[config.mk]
export PLATFORM = sky130hd
export DESIGN_NAME = retn_pd_seq
export DESIGN_NICKNAME = d
export VERILOG_FILES = /design/src/rtl/retn_pd_pkg.sv /design/src/rtl/retn_wait_cnt.sv /design/src/rtl/retn_seq_fsm.sv /design/src/rtl/retn_ctl_word.sv /design/src/rtl/retn_pd_seq.sv
export SDC_FILE = /design/constraint.sdc
export NUM_CORES = 1
export LEC_CHECK = 0
export ABC_CLOCK_PERIOD_IN_PS = 3400
export BUFFER_PORTS_ARGS = -buffer_cell sky130_fd_sc_hd__buf_2
export CORE_ASPECT_RATIO = 1.1
export CORE_UTILIZATION = 49
export DETAILED_ROUTE_END_ITERATION = 7
export PLACE_DENSITY_LB_ADDON = 0.2
export SLEW_MARGIN = 20
export SYNTH_ARGS = -nofsm -noshare
export SYNTH_HDL_FRONTEND = slang
export SYNTH_SLANG_ARGS = --single-unit
[constraint.sdc]
create_clock -name clk -period 3.4 [get_ports clk]
set_input_delay 0.68 -clock clk [delete_from_list [all_inputs] [get_ports clk]]
set_output_delay 0.68 -clock clk [all_outputs]
set_load 0.02 [all_outputs]
[src/rtl/retn_pd_pkg.sv]
// Shared types for the retention-aware power domain sequencer.
// Holds the domain type encoding, the control word bit map, the step
// encoding and the per-step set/clear masks. Assumes CTL_W > B_UCLKOFF.
package retn_pd_pkg;

    parameter int CTL_W = 32;

    // Control word bit map
    localparam int B_ON      = 0;
    localparam int B_ON2     = 1;
    localparam int B_ISO     = 2;
    localparam int B_CLKOFF  = 3;
    localparam int B_RSTN    = 4;
    localparam int B_RSAVE   = 24;
    localparam int B_RNRST   = 25;
    localparam int B_RCLKOFF = 26;
    localparam int B_RFLAG   = 27;
    localparam int B_UCLKOFF = 28;

    typedef enum logic [1:0] {
        DOM_PLAIN    = 2'd0,
        DOM_GENERIC  = 2'd1,
        DOM_PCIE_PHY = 2'd2,
        DOM_UFS      = 2'd3
    } dom_type_e;

    typedef enum logic [4:0] {
        ST_IDLE,
        ST_ON_PWR, ST_ON_PWR2, ST_ON_RCLK, ST_ON_CLK, ST_ON_ISO,
        ST_ON_WAIT, ST_ON_RST, ST_ON_CHK,
        ST_RS_PRE, ST_RS_GCLK, ST_RS_LO, ST_RS_HI, ST_RS_POST,
        ST_SV_PRE, ST_SV_HI, ST_SV_LO, ST_SV_POST, ST_SV_FLAG,
        ST_OF_ISO, ST_OF_WAIT, ST_OF_CLK, ST_OF_RST, ST_OF_PWR2, ST_OF_PWR
    } step_e;

    typedef struct packed {
        logic [CTL_W-1:0] set;
        logic [CTL_W-1:0] clr;
    } mask_t;

    // Bits a step sets and clears, given the captured domain type.
    function automatic mask_t step_mask(step_e st, dom_type_e ty);
        mask_t m;
        logic  ufs;
        m.set = '0;
        m.clr = '0;
        ufs   = (ty == DOM_UFS);
        case (st)
            ST_ON_PWR:  m.set[B_ON]      = 1'b1;
            ST_ON_PWR2: m.set[B_ON2]     = 1'b1;
            ST_ON_RCLK: m.set[B_RCLKOFF] = 1'b1;
            ST_ON_CLK:  m.clr[B_CLKOFF]  = 1'b1;
            ST_ON_ISO:  m.clr[B_ISO]     = 1'b1;
            ST_ON_RST:  m.set[B_RSTN]    = 1'b1;
            ST_RS_PRE: begin
                if (ufs) m.set[B_UCLKOFF] = 1'b1;
                else     m.clr[B_RFLAG]   = 1'b1;
            end
            ST_RS_GCLK: m.set[B_RCLKOFF] = 1'b1;
            ST_RS_LO:   m.clr[B_RNRST]   = 1'b1;
            ST_RS_HI:   m.set[B_RNRST]   = 1'b1;
            ST_RS_POST: begin
                if (ufs) m.clr[B_UCLKOFF] = 1'b1;
                else     m.clr[B_RCLKOFF] = 1'b1;
            end
            ST_SV_PRE: begin
                if (ufs) m.set[B_UCLKOFF] = 1'b1;
                else     m.set[B_RCLKOFF] = 1'b1;
            end
            ST_SV_HI:   m.set[B_RSAVE]   = 1'b1;
            ST_SV_LO:   m.clr[B_RSAVE]   = 1'b1;
            ST_SV_POST: begin
                if (ufs) m.clr[B_UCLKOFF] = 1'b1;
                else     m.clr[B_RCLKOFF] = 1'b1;
            end
            ST_SV_FLAG: m.set[B_RFLAG]   = 1'b1;
            ST_OF_ISO:  m.set[B_ISO]     = 1'b1;
            ST_OF_CLK:  m.set[B_CLKOFF]  = 1'b1;
            ST_OF_RST:  m.clr[B_RSTN]    = 1'b1;
            ST_OF_PWR2: m.clr[B_ON2]     = 1'b1;
            ST_OF_PWR:  m.clr[B_ON]      = 1'b1;
            default: ;
        endcase
        return m;
    endfunction

endpackage

[src/rtl/retn_wait_cnt.sv]
// Settle-wait down-counter.
// Loaded with (cycles-1) on the edge that enters a wait step, it then
// counts down while the wait step is active; zero_o ends the wait.
// Assumes load_i and run_i are never active in the same cycle.
module retn_wait_cnt #(
    parameter int W = 10
) (
    input  logic         clk,
    input  logic         rst_n,
    input  logic         load_i,
    input  logic [W-1:0] load_val_i,
    input  logic         run_i,
    output logic         zero_o
);

    logic [W-1:0] cnt_q;

    // Count register: load, then decrement to zero while running.
    always_ff @(posedge clk) begin
        if (!rst_n)                       cnt_q <= '0;
        else if (load_i)                  cnt_q <= load_val_i;
        else if (run_i && cnt_q != '0)    cnt_q <= cnt_q - 1'b1;
    end

    assign zero_o = (cnt_q == '0);

    // an idle counter keeps its value
    a_r3_cnt_idle_stable: assert property (@(posedge clk) disable iff (!rst_n)
        (!load_i && !run_i) |=> $stable(cnt_q));

endmodule

[src/rtl/retn_seq_fsm.sv]
// Step sequencer for one retention-aware power domain.
// Accepts a request only when idle (power-up has priority), captures the
// domain type at acceptance, walks the steps for that type, runs the
// settle waits through a shared counter and pulses done after the last
// step. Assumes ON_WAIT_CYC and OFF_WAIT_CYC are at least 1.
module retn_seq_fsm
    import retn_pd_pkg::*;
#(
    parameter int ON_WAIT_CYC  = 625,
    parameter int OFF_WAIT_CYC = 125
) (
    input  logic      clk,
    input  logic      rst_n,
    input  dom_type_e dom_i,
    input  logic      on_req_i,
    input  logic      off_req_i,
    input  logic      saved_flag_i,
    output step_e     step_o,
    output dom_type_e dom_o,
    output logic      busy_o,
    output logic      done_o
);

    localparam int MAXW = (ON_WAIT_CYC > OFF_WAIT_CYC) ? ON_WAIT_CYC : OFF_WAIT_CYC;
    localparam int CW   = $clog2(MAXW + 1);

    step_e           step_q, step_d;
    dom_type_e       dom_q, eff_ty;
    logic            done_q;
    logic            want_restore;
    logic            is_pcie, is_ufs, is_gen;
    logic            wait_load, wait_run, wait_zero;
    logic [CW-1:0]   wait_val;

    // Type in force: live input while idle, captured value otherwise.
    always_comb begin
        eff_ty       = (step_q == ST_IDLE) ? dom_i : dom_q;
        is_pcie      = (eff_ty == DOM_PCIE_PHY);
        is_ufs       = (eff_ty == DOM_UFS);
        is_gen       = (eff_ty == DOM_GENERIC);
        want_restore = is_ufs || ((is_gen || is_pcie) && saved_flag_i);
    end

    // Next-step selection.
    always_comb begin
        step_d = step_q;
        case (step_q)
            ST_IDLE: begin
                if (on_req_i)       step_d = ST_ON_PWR;
                else if (off_req_i) step_d = (eff_ty == DOM_PLAIN) ? ST_OF_ISO : ST_SV_PRE;
            end
            ST_ON_PWR:  step_d = ST_ON_PWR2;
            ST_ON_PWR2: step_d = is_pcie ? ST_ON_RCLK : ST_ON_CLK;
            ST_ON_RCLK: step_d = ST_ON_CLK;
            ST_ON_CLK:  step_d = ST_ON_ISO;
            ST_ON_ISO:  step_d = is_pcie ? ST_ON_WAIT : ST_ON_RST;
            ST_ON_WAIT: step_d = wait_zero ? ST_ON_RST : ST_ON_WAIT;
            ST_ON_RST:  step_d = ST_ON_CHK;
            ST_ON_CHK:  step_d = want_restore ? ST_RS_PRE : ST_IDLE;
            ST_RS_PRE:  step_d = is_gen ? ST_RS_GCLK : ST_RS_LO;
            ST_RS_GCLK: step_d = ST_RS_LO;
            ST_RS_LO:   step_d = ST_RS_HI;
            ST_RS_HI:   step_d = ST_RS_POST;
            ST_RS_POST: step_d = ST_IDLE;
            ST_SV_PRE:  step_d = ST_SV_HI;
            ST_SV_HI:   step_d = ST_SV_LO;
            ST_SV_LO:   step_d = ST_SV_POST;
            ST_SV_POST: step_d = is_ufs ? ST_OF_ISO : ST_SV_FLAG;
            ST_SV_FLAG: step_d = ST_OF_ISO;
            ST_OF_ISO:  step_d = is_pcie ? ST_OF_WAIT : ST_OF_CLK;
            ST_OF_WAIT: step_d = wait_zero ? ST_OF_CLK : ST_OF_WAIT;
            ST_OF_CLK:  step_d = ST_OF_RST;
            ST_OF_RST:  step_d = ST_OF_PWR2;
            ST_OF_PWR2: step_d = ST_OF_PWR;
            ST_OF_PWR:  step_d = ST_IDLE;
            default:    step_d = ST_IDLE;
        endcase
    end

    // Wait counter control: load on entry, run while in a wait step.
    always_comb begin
        wait_load = ((step_d == ST_ON_WAIT) && (step_q != ST_ON_WAIT)) ||
                    ((step_d == ST_OF_WAIT) && (step_q != ST_OF_WAIT));
        wait_val  = (step_d == ST_ON_WAIT) ? CW'(ON_WAIT_CYC - 1) : CW'(OFF_WAIT_CYC - 1);
        wait_run  = (step_q == ST_ON_WAIT) || (step_q == ST_OF_WAIT);
    end

    retn_wait_cnt #(.W(CW)) u_wait (
        .clk        (clk),
        .rst_n      (rst_n),
        .load_i     (wait_load),
        .load_val_i (wait_val),
        .run_i      (wait_run),
        .zero_o     (wait_zero)
    );

    // State, captured type and done pulse registers.
    always_ff @(posedge clk) begin
        if (!rst_n) begin
            step_q <= ST_IDLE;
            dom_q  <= DOM_PLAIN;
            done_q <= 1'b0;
        end else begin
            step_q <= step_d;
            done_q <= (step_q != ST_IDLE) && (step_d == ST_IDLE);
            if (step_q == ST_IDLE) dom_q <= dom_i;
        end
    end

    assign step_o = step_q;
    assign dom_o  = dom_q;
    assign busy_o = (step_q != ST_IDLE);
    assign done_o = done_q;

    // done lasts a single cycle
    a_r11_done_single: assert property (@(posedge clk) disable iff (!rst_n)
        done_q |=> !done_q);
    // done only while not busy
    a_r11_done_not_busy: assert property (@(posedge clk) disable iff (!rst_n)
        done_q |-> (step_q == ST_IDLE));
    // captured type does not move during a sequence
    a_r12_type_held: assert property (@(posedge clk) disable iff (!rst_n)
        (step_q != ST_IDLE) |=> (dom_q == $past(dom_q)));
    // power-up settle wait holds until the counter expires
    a_r3_on_wait_hold: assert property (@(posedge clk) disable iff (!rst_n)
        (step_q == ST_ON_WAIT && !wait_zero) |=> (step_q == ST_ON_WAIT));
    // no retention hardware means no restore
    a_r4_plain_no_restore: assert property (@(posedge clk) disable iff (!rst_n)
        (step_q == ST_ON_CHK && dom_q == DOM_PLAIN) |=> (step_q == ST_IDLE));

endmodule

[src/rtl/retn_ctl_word.sv]
// Domain control word register.
// Applies the set/clear masks of the current step each clock and holds
// its value while idle. Resets to the powered-off, isolated pattern.
module retn_ctl_word
    import retn_pd_pkg::*;
(
    input  logic             clk,
    input  logic             rst_n,
    input  step_e            step_i,
    input  dom_type_e        dom_i,
    output logic [CTL_W-1:0] ctl_o
);

    mask_t            m;
    logic [CTL_W-1:0] ctl_q;

    // Decode the current step into bit actions.
    always_comb m = step_mask(step_i, dom_i);

    // Control word update.
    always_ff @(posedge clk) begin
        if (!rst_n) begin
            ctl_q            <= '0;
            ctl_q[B_ISO]     <= 1'b1;
            ctl_q[B_CLKOFF]  <= 1'b1;
            ctl_q[B_RNRST]   <= 1'b1;
        end else begin
            ctl_q <= (ctl_q & ~m.clr) | m.set;
        end
    end

    assign ctl_o = ctl_q;

    // reset is released only with isolation and clock gate removed
    a_r2_release_after_iso: assert property (@(posedge clk) disable iff (!rst_n)
        $rose(ctl_q[B_RSTN]) |-> (!ctl_q[B_ISO] && !ctl_q[B_CLKOFF]));
    // restore pulse happens with a retention clock gated
    a_r5_restore_gated: assert property (@(posedge clk) disable iff (!rst_n)
        $fell(ctl_q[B_RNRST]) |-> (ctl_q[B_RCLKOFF] || ctl_q[B_UCLKOFF]));
    // save pulse happens with a retention clock gated
    a_r8_save_gated: assert property (@(posedge clk) disable iff (!rst_n)
        $rose(ctl_q[B_RSAVE]) |-> (ctl_q[B_RCLKOFF] || ctl_q[B_UCLKOFF]));
    // reset asserted only behind isolation
    a_r10_iso_before_reset: assert property (@(posedge clk) disable iff (!rst_n)
        $fell(ctl_q[B_RSTN]) |-> ctl_q[B_ISO]);

endmodule

[src/rtl/retn_pd_seq.sv]
// Retention-aware power domain sequencer, top level.
// Derives the settle-wait cycle counts from the clock frequency and
// joins the step sequencer with the control word register.
// Assumes CLK_MHZ*ON_SETTLE_US and CLK_MHZ*OFF_SETTLE_US are >= 1.
module retn_pd_seq
    import retn_pd_pkg::*;
#(
    parameter int CLK_MHZ       = 125,
    parameter int ON_SETTLE_US  = 5,
    parameter int OFF_SETTLE_US = 1
) (
    input  logic             clk,
    input  logic             rst_n,
    input  logic [1:0]       dom_type_i,
    input  logic             on_req_i,
    input  logic             off_req_i,
    input  logic             saved_flag_i,
    output logic [CTL_W-1:0] ctl_o,
    output logic             busy_o,
    output logic             done_o
);

    localparam int ON_WAIT_CYC  = CLK_MHZ * ON_SETTLE_US;
    localparam int OFF_WAIT_CYC = CLK_MHZ * OFF_SETTLE_US;

    step_e     step;
    dom_type_e dom_q;
    dom_type_e dom_in;

    // Map the raw type pins onto the type encoding.
    always_comb dom_in = dom_type_e'(dom_type_i);

    retn_seq_fsm #(
        .ON_WAIT_CYC  (ON_WAIT_CYC),
        .OFF_WAIT_CYC (OFF_WAIT_CYC)
    ) u_fsm (
        .clk          (clk),
        .rst_n        (rst_n),
        .dom_i        (dom_in),
        .on_req_i     (on_req_i),
        .off_req_i    (off_req_i),
        .saved_flag_i (saved_flag_i),
        .step_o       (step),
        .dom_o        (dom_q),
        .busy_o       (busy_o),
        .done_o       (done_o)
    );

    retn_ctl_word u_ctl (
        .clk    (clk),
        .rst_n  (rst_n),
        .step_i (step),
        .dom_i  (dom_q),
        .ctl_o  (ctl_o)
    );

endmodule

== Word-level counts from Yosys, hierarchy flattened ==
Index checks and enable logic that the tools add are counted.
Operators by class
  add/subtract/negate cells: 1
  eq/ne operators: 32
  multiplexer cells: 38
  bitwise logic cells: 3
  reduce and logical (&&, ||, !) cells: 19
Operators by type and width (count)
  $pmux W5 S23: 1
  $eq A5 B5 Y1 const B: 10
  $eq A5 B4 Y1 const B: 8
  $and A32 B32 Y32: 1
  $not A29 Y32: 1
  $or A32 B29 Y32: 1
  $mux W10: 3
  $mux W1: 27
  $eq A5 B3 Y1 const B: 5
  $mux W5: 3
  $eq A5 B2 Y1 const B: 2
  $logic_not A10 Y1: 1
  $logic_not A5 Y1: 2
  $reduce_bool A10 Y1: 1
  $sub A10 B1 Y10 const B: 1
  $eq A2 B2 Y1 const B: 3
  $reduce_or A2 Y1: 3
  $eq A5 B1 Y1 const B: 1
  $logic_and A1 B1 Y1: 5
  $ne A5 B3 Y1 const B: 1
  $ne A5 B5 Y1 const B: 1
  $reduce_bool A5 Y1: 1
  $logic_or A1 B1 Y1: 4
  $mux W4: 1
  other kinds (6): 6
Word-level totals
  flip-flop bits (word level): 50
  bits of input ports: 7
  output and inout bits: 34
  word-level logic and storage cells: 98

== Depth between registers and ports, before layout ==
Gate-level depths: netlist of run 1.
  word-level depth: 12
  mapped depth: 13
  gate-level depth less buffers: 11

== Hierarchy ==
A second synthesis of run 1 with hierarchy kept.
Unflattened totals
  cell total of the unflattened synthesis: 282
  area total of the unflattened synthesis: 2162.1 um^2
Modules (own cells, without submodules)
  retn_seq_fsm: instances 1, cells each 106, area each 768.2 um^2, sequential area each 160.2 um^2
  retn_ctl_word: instances 1, cells each 98, area each 758.2 um^2, sequential area each 200.2 um^2
  retn_wait_cnt: instances 1, cells each 78, area each 635.6 um^2, sequential area each 200.2 um^2

== Worst setup path after synthesis of run 1 ==
No wires, ideal clock.
  kind: register to register
  start point: register u_fsm.step_q[3] (netlist: u_fsm.step_o[3])
  end point: register u_fsm.u_wait.cnt_q[9]
  library setup time: 0.137 ns
  arrival time: 3.061 ns
  data required time: 3.263 ns
  slack: 0.202 ns
  stages on the path, launching flop included: 13
  buffers on the path: 1
  period minus slack after synthesis: 3.198 ns
  cells stage by stage: dfxtp_1 buf_6 or4_4 nor2_1 mux2i_1 inv_1 ha_1 nor4_1 o21ai_0 a31oi_1 nand4_1 nor4_4 o31ai_1
Between the ends
  cells in the longest elaborated chain, start to end: 12
  elaborated cells between the ends (all ways): 53
  classes of those cells: 29 x eq/ne; 13 x mux; 11 x reduce/logical
Ends and longest elaborated chain
  start: declaration: line retn_seq_fsm.sv:27  | step_e step_q, step_d;
  start signal: assignment: line retn_seq_fsm.sv:104  | step_q <= step_d;
  $logic_not A5 Y1 (*): line retn_seq_fsm.sv:37  | eff_ty = (step_q == ST_IDLE) ? dom_i : dom_q;
  $mux W2 (*): line retn_seq_fsm.sv:37
  named net u_fsm.eff_ty[1]: line retn_seq_fsm.sv:28  | dom_type_e dom_q, eff_ty;
  $eq A2 B1 Y1 or $eq A2 B2 Y1 (tied branches): line retn_seq_fsm.sv:40, retn_seq_fsm.sv:38
  $logic_or A1 B1 Y1: line retn_seq_fsm.sv:41  | want_restore = is_ufs || ((is_gen || is_pcie) && saved_flag_i);
  $logic_and A1 B1 Y1: line retn_seq_fsm.sv:41
  $logic_or A1 B1 Y1: line retn_seq_fsm.sv:41
  $mux W4: line retn_seq_fsm.sv:59  | ST_ON_CHK: step_d = want_restore ? ST_RS_PRE : ST_IDLE;
  $pmux W5 S23 (*): line retn_seq_fsm.sv:47  | case (step_q)
  $eq A5 B3 Y1 or $eq A5 B5 Y1 (tied branches): line retn_seq_fsm.sv:82, retn_seq_fsm.sv:84, retn_seq_fsm.sv:83
  $logic_and A1 B1 Y1 (on tied branches): line retn_seq_fsm.sv:82, retn_seq_fsm.sv:83
  $logic_or A1 B1 Y1: line retn_seq_fsm.sv:82  | wait_load = ((step_d == ST_ON_WAIT) && (step_q != ST_ON_WAIT)) ||
  $mux W10 or $reduce_bool A2 Y1 (tied branches)
  end signal: assignment: line retn_wait_cnt.sv:21  | else if (load_i) cnt_q <= load_val_i;
  end signal: assignment: line retn_wait_cnt.sv:22  | else if (run_i && cnt_q != '0) cnt_q <= cnt_q - 1'b1;
  end: declaration: line retn_wait_cnt.sv:16  | logic [W-1:0] cnt_q;
The timed path passes the listed nets; every way through them passes the cells marked *.
A chain may end at the register's enable or synchronous reset.

== Worst setup path in the final report of run 1 ==
  start point: register u_fsm.step_q[1] (netlist: u_fsm.step_o[1])
  end point: register u_fsm.u_wait.cnt_q[9]
The elaborated chain is that of the path after synthesis.

==> impl_metrics.tcl, run 1 <==
set metrics [dict create \
    clock_latency_ps 280 \
    die_area_um2 4285 \
    setup_tns_ps 0 \
    core_area_um2 3741 \
    fin_skew_ps 3.449 \
    die_h_um 68.56 \
    rrSetupSlack_ps 260 \
    r2r.worst_path.cells 12 \
    timing.rr.start "u_fsm.step_o[1]" \
    arrival_ps 3310 \
    grt_max_degree 28 \
    internal_power_w 0.0009798 \
    syn_inst 253 \
    nNetsFinal 280 \
    grtUsageTotal_pct 21.59 \
    startpoint_type "flop" \
    grt_pass1_wl_um 7355 \
    ctsHoldBuffers 0 \
    maxSlewViolCount 0 \
    p_switching_w 0.0009273 \
    async_flop_share_pct 0 \
    first_global_vias 1569 \
    power_per_cell_area_nw_per_um2 916.5 \
    finalSetupViolations 0 \
    synth_seq_cells 28 \
    hold_viol_final 0 \
    synth_ff_type "dfxtp_1" \
    fin_crit_sh_pct 92.39 \
    worstSetupEndpointType "flop" \
    cp-startpoint "u_fsm.step_o[1]" \
    cp_num_cells 12 \
    die_w_um 62.51 \
    antenna_found_initial 0 \
    initial_core_util_pct 52.74 \
    layout-drive-gt1-share_pct 15.41 \
    leakage_nw 0.8523 \
    p_seq_share_pct 25.5 \
    dr.pass1.iters 4 \
    route.detailed.vias_per_inst 5.684 \
    maxCapViolCount 0 \
    cts_made_buffers 3 \
    synth_edf_count 0 \
    crit_type "reg2reg" \
    yosysTopAreaCell "dfxtp_1" \
    yosys_warnings 0 \
    cpPeakStageDelay_ps 570 \
    drtAntennaViolNets 0 \
    crit_buf_inv 2 \
    critPathTopFamily "simple AND/OR/NAND/NOR gates" \
    path_clk_slew_ps 100 \
    syn_avg_cell_area_um2 7.799 \
    cts.sinks 28 \
    area_growth_pct 5.454 \
    power_frac_clock_pct 11.3 \
    globalplace.congestion 0.8274 \
    hpwl_um 3051 \
    switching_share_pct 48.62 \
    drt_iter0_markers 66 \
    hp-start "u_ctl.ctl_o[4]" \
    path_cells "or4_4 -> nor2_4 -> mux2i_2 -> inv_1 -> ha_1 -> or4bb_1 -> a21oi_1 -> a211oi_2 -> o211ai_1 -> nor4_4 -> buf_4 -> o31ai_1" \
    timing.fmax_ghz 0.3183 \
    layout_common_cells "28 x dfxtp_1, 22 x nor2_1, 22 x conb_1" \
    final_core_util_pct 55.62 \
    ios 41 \
    crit_fanout 10 \
    yosysUniqueCellTypes 54 \
    placement_rows 23 \
    yosys-top-cells-area "dfxtp_1 28%, buf_4 9.5%, o21ai_0 4.8%" \
    yosysSeqAreaShare_pct 28.41 \
    cts_root_buffer "clkbuf_8" \
    rsz0062_at_grt "no" \
    diodes 0 \
    layout_commonest_cell "dfxtp_1" \
    comb_power_share_pct 63.1 \
    post_drt_wl_per_cell_um 13.84 \
    clockBufferDepth 2 \
    r2r-end "u_fsm.u_wait.cnt_q[9]" \
    post-route-min-period_ps 3141 \
    status "completed" \
    hold_path_class "reg2reg" \
    h-tree-depth 1 \
    crit_end "u_fsm.u_wait.cnt_q[9]" \
    synth_top_area_share_pct 28.41 \
    port_buffers 18 \
    cp_slowest_cell "or4_4" \
    worstPathRequired_ps 3570 \
    drc 0 \
    ir_worst_vdd_uv 525.6 \
    synth_area_um2 1973 \
    grt_overflow 0 \
    cts_tree "built" \
    routed_wl_um 4373 \
    vias 1796 \
]
==> layer usage <==
layer	up-vias	track usage [%]	part of all wire (%)
li1	885	-	-
met1	832	30.24	48
met2	73	34.51	44
met3	6	2.632	6.0
met4	0	7.267	1.2
met5	-	0	0
==> timing repair <==
action,4_1_cts,5_1_grt
setup endpoints to repair,0,11
resized for setup,0,3
buffers inserted,0,0
endpoints found under the hold margin,0,0
==> flip-flops by register name, summed over array words and instances (netlist names) <==
signal	flops
u_fsm.done_o	1
u_fsm.step_o	5
u_fsm.u_wait.cnt_q	10
u_ctl.ctl_o	10
u_fsm.dom_o	2
==> worst reg2reg max path, stage by stage, from the launching register on <==
cell	delay (ps)
dfxtp_1	330
or4_4	570
nor2_4	180
mux2i_2	330
inv_1	110
ha_1	200
or4bb_1	160
a21oi_1	80
a211oi_2	230
o211ai_1	210
nor4_4	300
buf_4	220
o31ai_1	100
==> how the worst min path moves through the flow <==
stage	end	slack, ps	depth (start not counted)
finish	u_ctl.ctl_o[4]	480	2
global route	u_fsm.u_wait.cnt_q[9]	500	2
CTS	u_ctl.ctl_o[4]	490	2
detailed placement	u_ctl.ctl_o[4]	470	2
global placement	u_ctl.ctl_o[4]	460	2
floorplan	u_fsm.u_wait.cnt_q[9]	450	2
==> synth_stat cells, types with 2 or more instances <==
master / instances
a21o_1: 2
a21oi_1: 16
a31oi_1: 6
a32oi_1: 3
and2_1: 2
buf_2: 7
buf_4: 25
clkbuf_1: 5
dfxtp_1: 28
ha_1: 6
inv_1: 11
mux2i_1: 2
nand2_1: 17
nand2b_1: 4
nand3_1: 4
nand3b_1: 3
nand4_1: 3
nor2_1: 23
nor2b_1: 5
nor3_1: 5
nor4_1: 11
nor4b_1: 2
o211ai_1: 2
o21a_1: 2
o21ai_0: 19
o31a_1: 3
o31ai_1: 2
or3_1: 3
xnor2_1: 5
xor2_1: 3
==> power by group through the flow <==
stage | registers (W) | logic (W) | clock network [W]
after CTS | 0.000484 | 0.00117 | 0.000218
final | 0.000487 | 0.00120 | 0.000216
after floorplan | 0.000520 | 0.000911 | 0
after global routing | 0.000500 | 0.00133 | 0.000232
after detailed placement | 0.000491 | 0.00117 | 0
after global placement | 0.000490 | 0.00116 | 0
==> per-stage QoR <==
stage | setup WS [ps] | area [um2] | power [W] | hold WS [ps] | instances
4_1_cts | 99.07 | 2069 | 0.001878 | 486.6 | 316
5_1_grt | 3.721 | 2081 | 0.002063 | 502.5 | 316
3_5_place_dp | 120.2 | 2014 | 0.001658 | 469.7 | 312
6_report | 258.8 | 2081 | 0.001907 | 479.7 | 316
3_3_place_gp | 198.1 | 2014 | 0.001655 | 462.8 | 312
2_1_floorplan | 202.1 | 2052 | 0.001431 | 448.6 | 274
==> final cells by class <==
type,count,area [um2]
timing repair buffer,27,157.7
clock buffer,4,55.05
multi-input combinational,196,1204
tap,50,62.56
sequential,28,560.5
inverter,11,41.29
fill,382,1660
==> cells by family (layout without fill, tap and decap cells) <==
family / Yosys count / in the layout / share of synthesized area [%]
compound gates: 65 / 65 / 21.18
xor+xnor: 8 / 8 / 3.551
fa+ha+maj: 6 / 6 / 3.805
buf+inv: 50 / 42 / 15.16
flops: 28 / 28 / 28.41
mux: 3 / 3 / 1.585
other cells: 1 / 22 / 0.1901
simple gates: 92 / 92 / 26.13
Power figures use the tool's default switching activity.
==> run 2, diff against run 1 <==
--- a/config.mk
+++ b/config.mk
@@ -6,10 +6,10 @@
 export NUM_CORES = 1
 export LEC_CHECK = 0
 export ABC_CLOCK_PERIOD_IN_PS = 3400
-export BUFFER_PORTS_ARGS = -buffer_cell sky130_fd_sc_hd__buf_2
 export CORE_ASPECT_RATIO = 1.1
-export CORE_UTILIZATION = 49
+export CORE_UTILIZATION = 54
 export DETAILED_ROUTE_END_ITERATION = 7
+export DONT_BUFFER_PORTS = 1
 export PLACE_DENSITY_LB_ADDON = 0.2
 export SLEW_MARGIN = 20
 export SYNTH_ARGS = -nofsm -noshare
==> run 2 against run 1 <==
Effect of this change: combinational power about the same; flip-flop and latch count stayed put; cell area is 4.3% lower; die area down 9.0%; clock skew rose by 15 ps; first-iteration DRC count decreased by 6.1%; critical path type unchanged.
==> impl_metrics.tcl, run 2 (synthesized netlist as in run 1, its figures left out) <==
set metrics [dict create \
    status "completed" \
    instances_no_fill 296 \
    fin_skew_ps 18.71 \
    dr.pass1.iters 4 \
    post-route-min-period_ps 3207 \
    port_buffers 0 \
    layout_commonest_cell "dfxtp_1" \
    timing.hold.ws_ps 429.3 \
    area_growth_pct 0.9512 \
    post_drt_wl_per_cell_um 14.62 \
    tightest_slew_ps 627.7 \
    holdPathStages 1 \
    grt_max_degree 28 \
    cts_root_buffer "clkbuf_4" \
    grtUsageTotal_pct 23.57 \
    grt_pass1_wl_um 7155 \
    timing.rr.start "u_fsm.step_o[1]" \
    hold_viol_final 0 \
    setup_tns_ps 0 \
    drc 0 \
    timing.fmax_ghz 0.3118 \
    fin_ws_ps 192.6 \
    max_slew_margin_pct 58.11 \
    maxSlewViolCount 0 \
    cts_tree "built" \
    hold_path_class "in2reg" \
    initial_core_util_pct 57.81 \
    startpoint_type "flop" \
    vias 1760 \
    die_area_um2 3900 \
    crit_fanout 10 \
    antenna_found_initial 0 \
    clockBufferDepth 2 \
    h-tree-depth 1 \
    drtAntennaViolNets 0 \
    ios 41 \
    route.detailed.vias_per_inst 5.946 \
    r2r-end "u_fsm.u_wait.cnt_q[4]" \
    worstPathRequired_ps 3680 \
    diodes 0 \
    dp.cells 291 \
    die_h_um 65.40 \
    r2r.worst_path.cells 13 \
    hp-start "rst_n" \
    core_area_um2 3413 \
    dp_slack_ps 73.87 \
    ir_worst_vdd_uv 494.2 \
    maxCapViolCount 0 \
    finalSetupViolations 0 \
    drt_iter0_markers 62 \
    cts_made_buffers 3 \
    worstHoldEndpoint "u_ctl.ctl_o[3]" \
    routed_wl_um 4327 \
    grt_overflow 0 \
    leakage_nw 0.7714 \
    layout_common_cells "28 x dfxtp_1, 22 x nor2_1, 22 x conb_1" \
    path_clk_slew_ps 170 \
    layout-drive-gt1-share_pct 9.677 \
    first_global_vias 1537 \
    die_w_um 59.64 \
    worstSetupEndpointType "flop" \
    globalplace.congestion 0.9621 \
    rrSetupSlack_ps 190 \
    clock_latency_ps 340 \
    crit_type "reg2reg" \
    nNetsFinal 262 \
    cts.sinks 28 \
    power_per_cell_area_nw_per_um2 963.0 \
    arrival_ps 3490 \
    fin_crit_sh_pct 94.34 \
    placement_rows 22 \
    hpwl_um 3097 \
]
run 2: area by class of cell:
class,instances,area (um2)
fillers,336,1421
multi-input cells,196,1210
flip-flops and latches,28,560.5
repair buffers,9,67.56
well taps,48,60.06
inverters,11,41.29
clock inverters,1,30.03
clock buffers,3,22.52
run 2: power by group:
part	internal, W	switching [W]	total, W
logic	0.000453	0.000714	0.00117
registers	0.000424	0.000104	0.000528
clock network	0.000119	0.000104	0.000223
total	0.000996	0.000922	0.00192
run 2: critical path: stages (launching register included):
cell      delay (ps)
dfxtp_1          350
or4_4            560
nor2_2           170
buf_4            160
mux2i_4          260
inv_1            100
ha_1             200
or4bb_1          170
a21oi_1           70
a211oi_2         240
o211ai_1         200
nor4_4           300
buf_4            210
o31a_1           150
run 2: repair_timing:
item / 4_1_cts / 5_1_grt
setup buffers: 0 / 1
hold buffers: 0 / 0
endpoints found under the setup margin: 0 / 11
resized for setup: 0 / 4
run 2: metal layers:
layer  part of all wire, %  global-route usage (%)  wire length [um]
met5                     0                       0                 0
met4                  0.86                   7.267                37
met3                   6.3                   3.543               273
met2                    45                   35.39              1949
met1                    48                   34.30              2067
run 2: how the worst max path moves through the flow:
stage	start	endpoint	slack [ps]	cells after the start
global route	u_fsm.step_o[1]	u_fsm.u_wait.cnt_q[7]	-20	11
detailed placement	u_fsm.step_o[1]	u_fsm.u_wait.cnt_q[8]	70	13
CTS	u_fsm.step_o[1]	u_fsm.u_wait.cnt_q[4]	20	13
finish	u_fsm.step_o[1]	u_fsm.u_wait.cnt_q[4]	190	13
floorplan	u_fsm.step_o[3]	u_fsm.u_wait.cnt_q[9]	200	12
global placement	u_fsm.step_o[1]	u_fsm.u_wait.cnt_q[7]	110	13
run 2: stage by stage:
stage / cell area, um2 / util, % / power (W)
final: 1992 / 58.36 / 0.001918
after CTS: 1967 / 57.62 / 0.001854
after floorplan: 2052 / - / 0.001431
after detailed placement: 1914 / 56.08 / 0.001626
after global placement: 1914 / 56.08 / 0.001623
after global routing: 1992 / 58.36 / 0.002072
==> run 3, diff against run 2 <==
--- a/config.mk
+++ b/config.mk
@@ -14,4 +14,5 @@
 export SLEW_MARGIN = 20
 export SYNTH_ARGS = -nofsm -noshare
 export SYNTH_HDL_FRONTEND = slang
+export SYNTH_HIERARCHICAL = 1
 export SYNTH_SLANG_ARGS = --single-unit
==> run 3 against run 2 <==
Effect of this change: worst setup slack gained 720 ps; largest power group unchanged; clock power shrank 4%; critical endpoint is now u_fsm/u_wait/cnt_q[9]; sequential power shrank 9.3%; cell count grew 11%; total power shrank 20%; area after synthesis grew 9.6%; via count grew 7.6%; fmax grew 29%; flip-flop and latch count is the same; combinational power shrank 28%; worst hold slack gained 54 ps; core utilization shrank 0.60 points.
==> impl_metrics.tcl, run 3 <==
set metrics [dict create \
    worstSetupEndpointType "flop" \
    hold_viol_final 0 \
    final_core_util_pct 57.76 \
    power_frac_clock_pct 13.9 \
    cp_slowest_cell "o32a_1" \
    cts_tree "built" \
    dp.cells 324 \
    core_area_um2 3741 \
    total_power_w 0.001532 \
    synth_ff_type "dfxtp_1" \
    ir_worst_vdd_uv 239.7 \
    power_per_cell_area_nw_per_um2 709.2 \
    p_switching_w 0.0007096 \
    drt_iter0_markers 156 \
    diodes 0 \
    hold_path_class "in2reg" \
    yosys-top-cells-area "dfxtp_1 26%, buf_4 9.0%, o21ai_0 6.5%" \
    route.detailed.vias_per_inst 5.771 \
    antenna_found_initial 0 \
    synth_seq_cells 28 \
    crit_fanout 5 \
    post-route-min-period_ps 2484 \
    timing.fmax_ghz 0.4025 \
    dr.pass1.iters 5 \
    die_h_um 68.37 \
    fin_skew_ps 3.428 \
    vias 1893 \
    h-tree-depth 1 \
    worstPathRequired_ps 3570 \
    grtUsageTotal_pct 22.76 \
    synth_top_area_share_pct 25.93 \
    cpPeakStageDelay_ps 370 \
    first_global_vias 1696 \
    grt_pass1_wl_um 7838 \
    layout_commonest_cell "conb_1" \
    yosys_warnings 6 \
    die_area_um2 4261 \
    switching_share_pct 46.31 \
    placement_rows 23 \
    yosysTopAreaCell "dfxtp_1" \
    syn_avg_cell_area_um2 7.667 \
    cts.sinks 28 \
    rsz0062_at_grt "no" \
    cts_made_buffers 3 \
    drtAntennaViolNets 0 \
    syn_inst 282 \
    grt_overflow 0 \
    synth_common_cells "28 x dfxtp_1, 28 x o21ai_0, 26 x buf_4" \
    path_clk_slew_ps 100 \
    arrival_ps 2660 \
    setup_tns_ps 0 \
    yosysSeqAreaShare_pct 25.93 \
    nNetsFinal 288 \
    status "completed" \
    globalplace.congestion 0.8700 \
    layout_common_cells "29 x conb_1, 28 x o21ai_0, 28 x dfxtp_1" \
    ctsHoldBuffers 0 \
    yosysUniqueCellTypes 62 \
    routed_wl_um 4665 \
    die_w_um 62.33 \
    fin_crit_sh_pct 73.07 \
    p_seq_share_pct 31.3 \
    instances_no_fill 328 \
    final_area_um2 2161 \
    comb_power_share_pct 54.8 \
    layout-drive-gt1-share_pct 8.633 \
    clock_latency_ps 270 \
    initial_core_util_pct 57.79 \
    internal_power_w 0.0008228 \
    clockBufferDepth 2 \
    maxSlewViolCount 0 \
    leakage_nw 0.8250 \
    post_drt_wl_per_cell_um 14.22 \
    drc 0 \
    placed_cell_area_um2 2106 \
    grt_max_degree 33 \
    cts.repair.resized 0 \
    hpwl_um 3148 \
    area_growth_pct -0.05800 \
    cts_setup_buffers 0 \
    maxCapViolCount 0 \
    path_cells "nor3_1 -> and2_1 -> mux2i_1 -> ha_1 -> a211oi_1 -> o21ai_0 -> a21oi_1 -> o32a_1 -> and3_1 -> nand2b_1 -> o311a_1" \
    crit_type "reg2reg" \
    finalSetupViolations 0 \
    synth_area_um2 2162 \
    startpoint_type "flop" \
    port_buffers 0 \
    async_flop_share_pct 0 \
    ios 41 \
    cts_root_buffer "clkbuf_8" \
    synth_edf_count 0 \
]
## run 3: changes by cell type after synthesis, moves of 5 or more
cell      previous run  this run
nor2_1              23        15
o21ai_0             19        28
nor3_1               5        12
a21boi_1             0         5
and2_1               2         7
a21oi_1             16        21
nor4_1              11         0
nand2b_1             4        11
## run 3: per-stage QoR
stage | worst slack [ps] | hold WS (ps)
3_5_place_dp | 954.1 | 502.4
4_1_cts | 930.2 | 475.3
6_report | 915.6 | 483.3
5_1_grt | 793.1 | 467.1
3_3_place_gp | 1028 | 498.7
2_1_floorplan | 1041 | 469.3
## run 3: critical path: cells and delay by family (launching register included)
family	cells	cell delay [ps]
compound gates	5	740
fa+ha+maj	1	220
simple gates	4	840
flops	1	320
mux	1	260
## run 3: cells by family after synthesis
family                     Yosys count  share of synthesized area, %
other                                3                        0.5208
AOI/OAI and AO/OA                   88                         27.14
DFF                                 28                         25.93
xor gates and xnor gates             2                        0.8103
and+or+nand+nor                    103                         27.55
muxes                                5                         2.431
buffers and inverters               51                         14.47
adders and majority gates            2                         1.157
## run 3: cell type report
class                      instances  area, um2
clock buffer                       4      55.05
inverter                          10      37.54
fill                             349       1580
timing repair buffer               7      52.55
tap                               50      62.56
multi-input combinational        229       1393
sequential                        28      560.5
## run 3: power groups by stage
stage | Combinational [W] | Sequential [W] | Clock [W]
finish | 0.000840 | 0.000479 | 0.000213
detailed placement | 0.000826 | 0.000488 | 0
global route | 0.000938 | 0.000494 | 0.000230
floorplan | 0.000730 | 0.000485 | 0
global placement | 0.000818 | 0.000487 | 0
CTS | 0.000829 | 0.000480 | 0.000217
## run 3: layer usage
| layer | track usage (%) | vias up | wire length (um) |
|---|---|---|---|
| met2 | 41.48 | 41 | 2294 |
| li1 | - | 956 | - |
| met4 | 7.558 | 0 | 46 |
| met1 | 27.62 | 892 | 2131 |
| met3 | 3.667 | 4 | 193 |
| met5 | 0 | - | 0 |
## run 3: final timing paths
check / slack, ps / cells after the start / endpoint / from
worst max-delay path: 920 / 11 / u_fsm/u_wait/cnt_q[9] / u_fsm/step_o[3]
worst min-delay path: 480 / 1 / u_ctl/ctl_o[3] / rst_n
worst max register to register: 920 / 11 / u_fsm/u_wait/cnt_q[9] / u_fsm/step_o[3]
worst min register to register: 510 / 2 / u_fsm/u_wait/cnt_q[8] / u_fsm/u_wait/cnt_q[8]
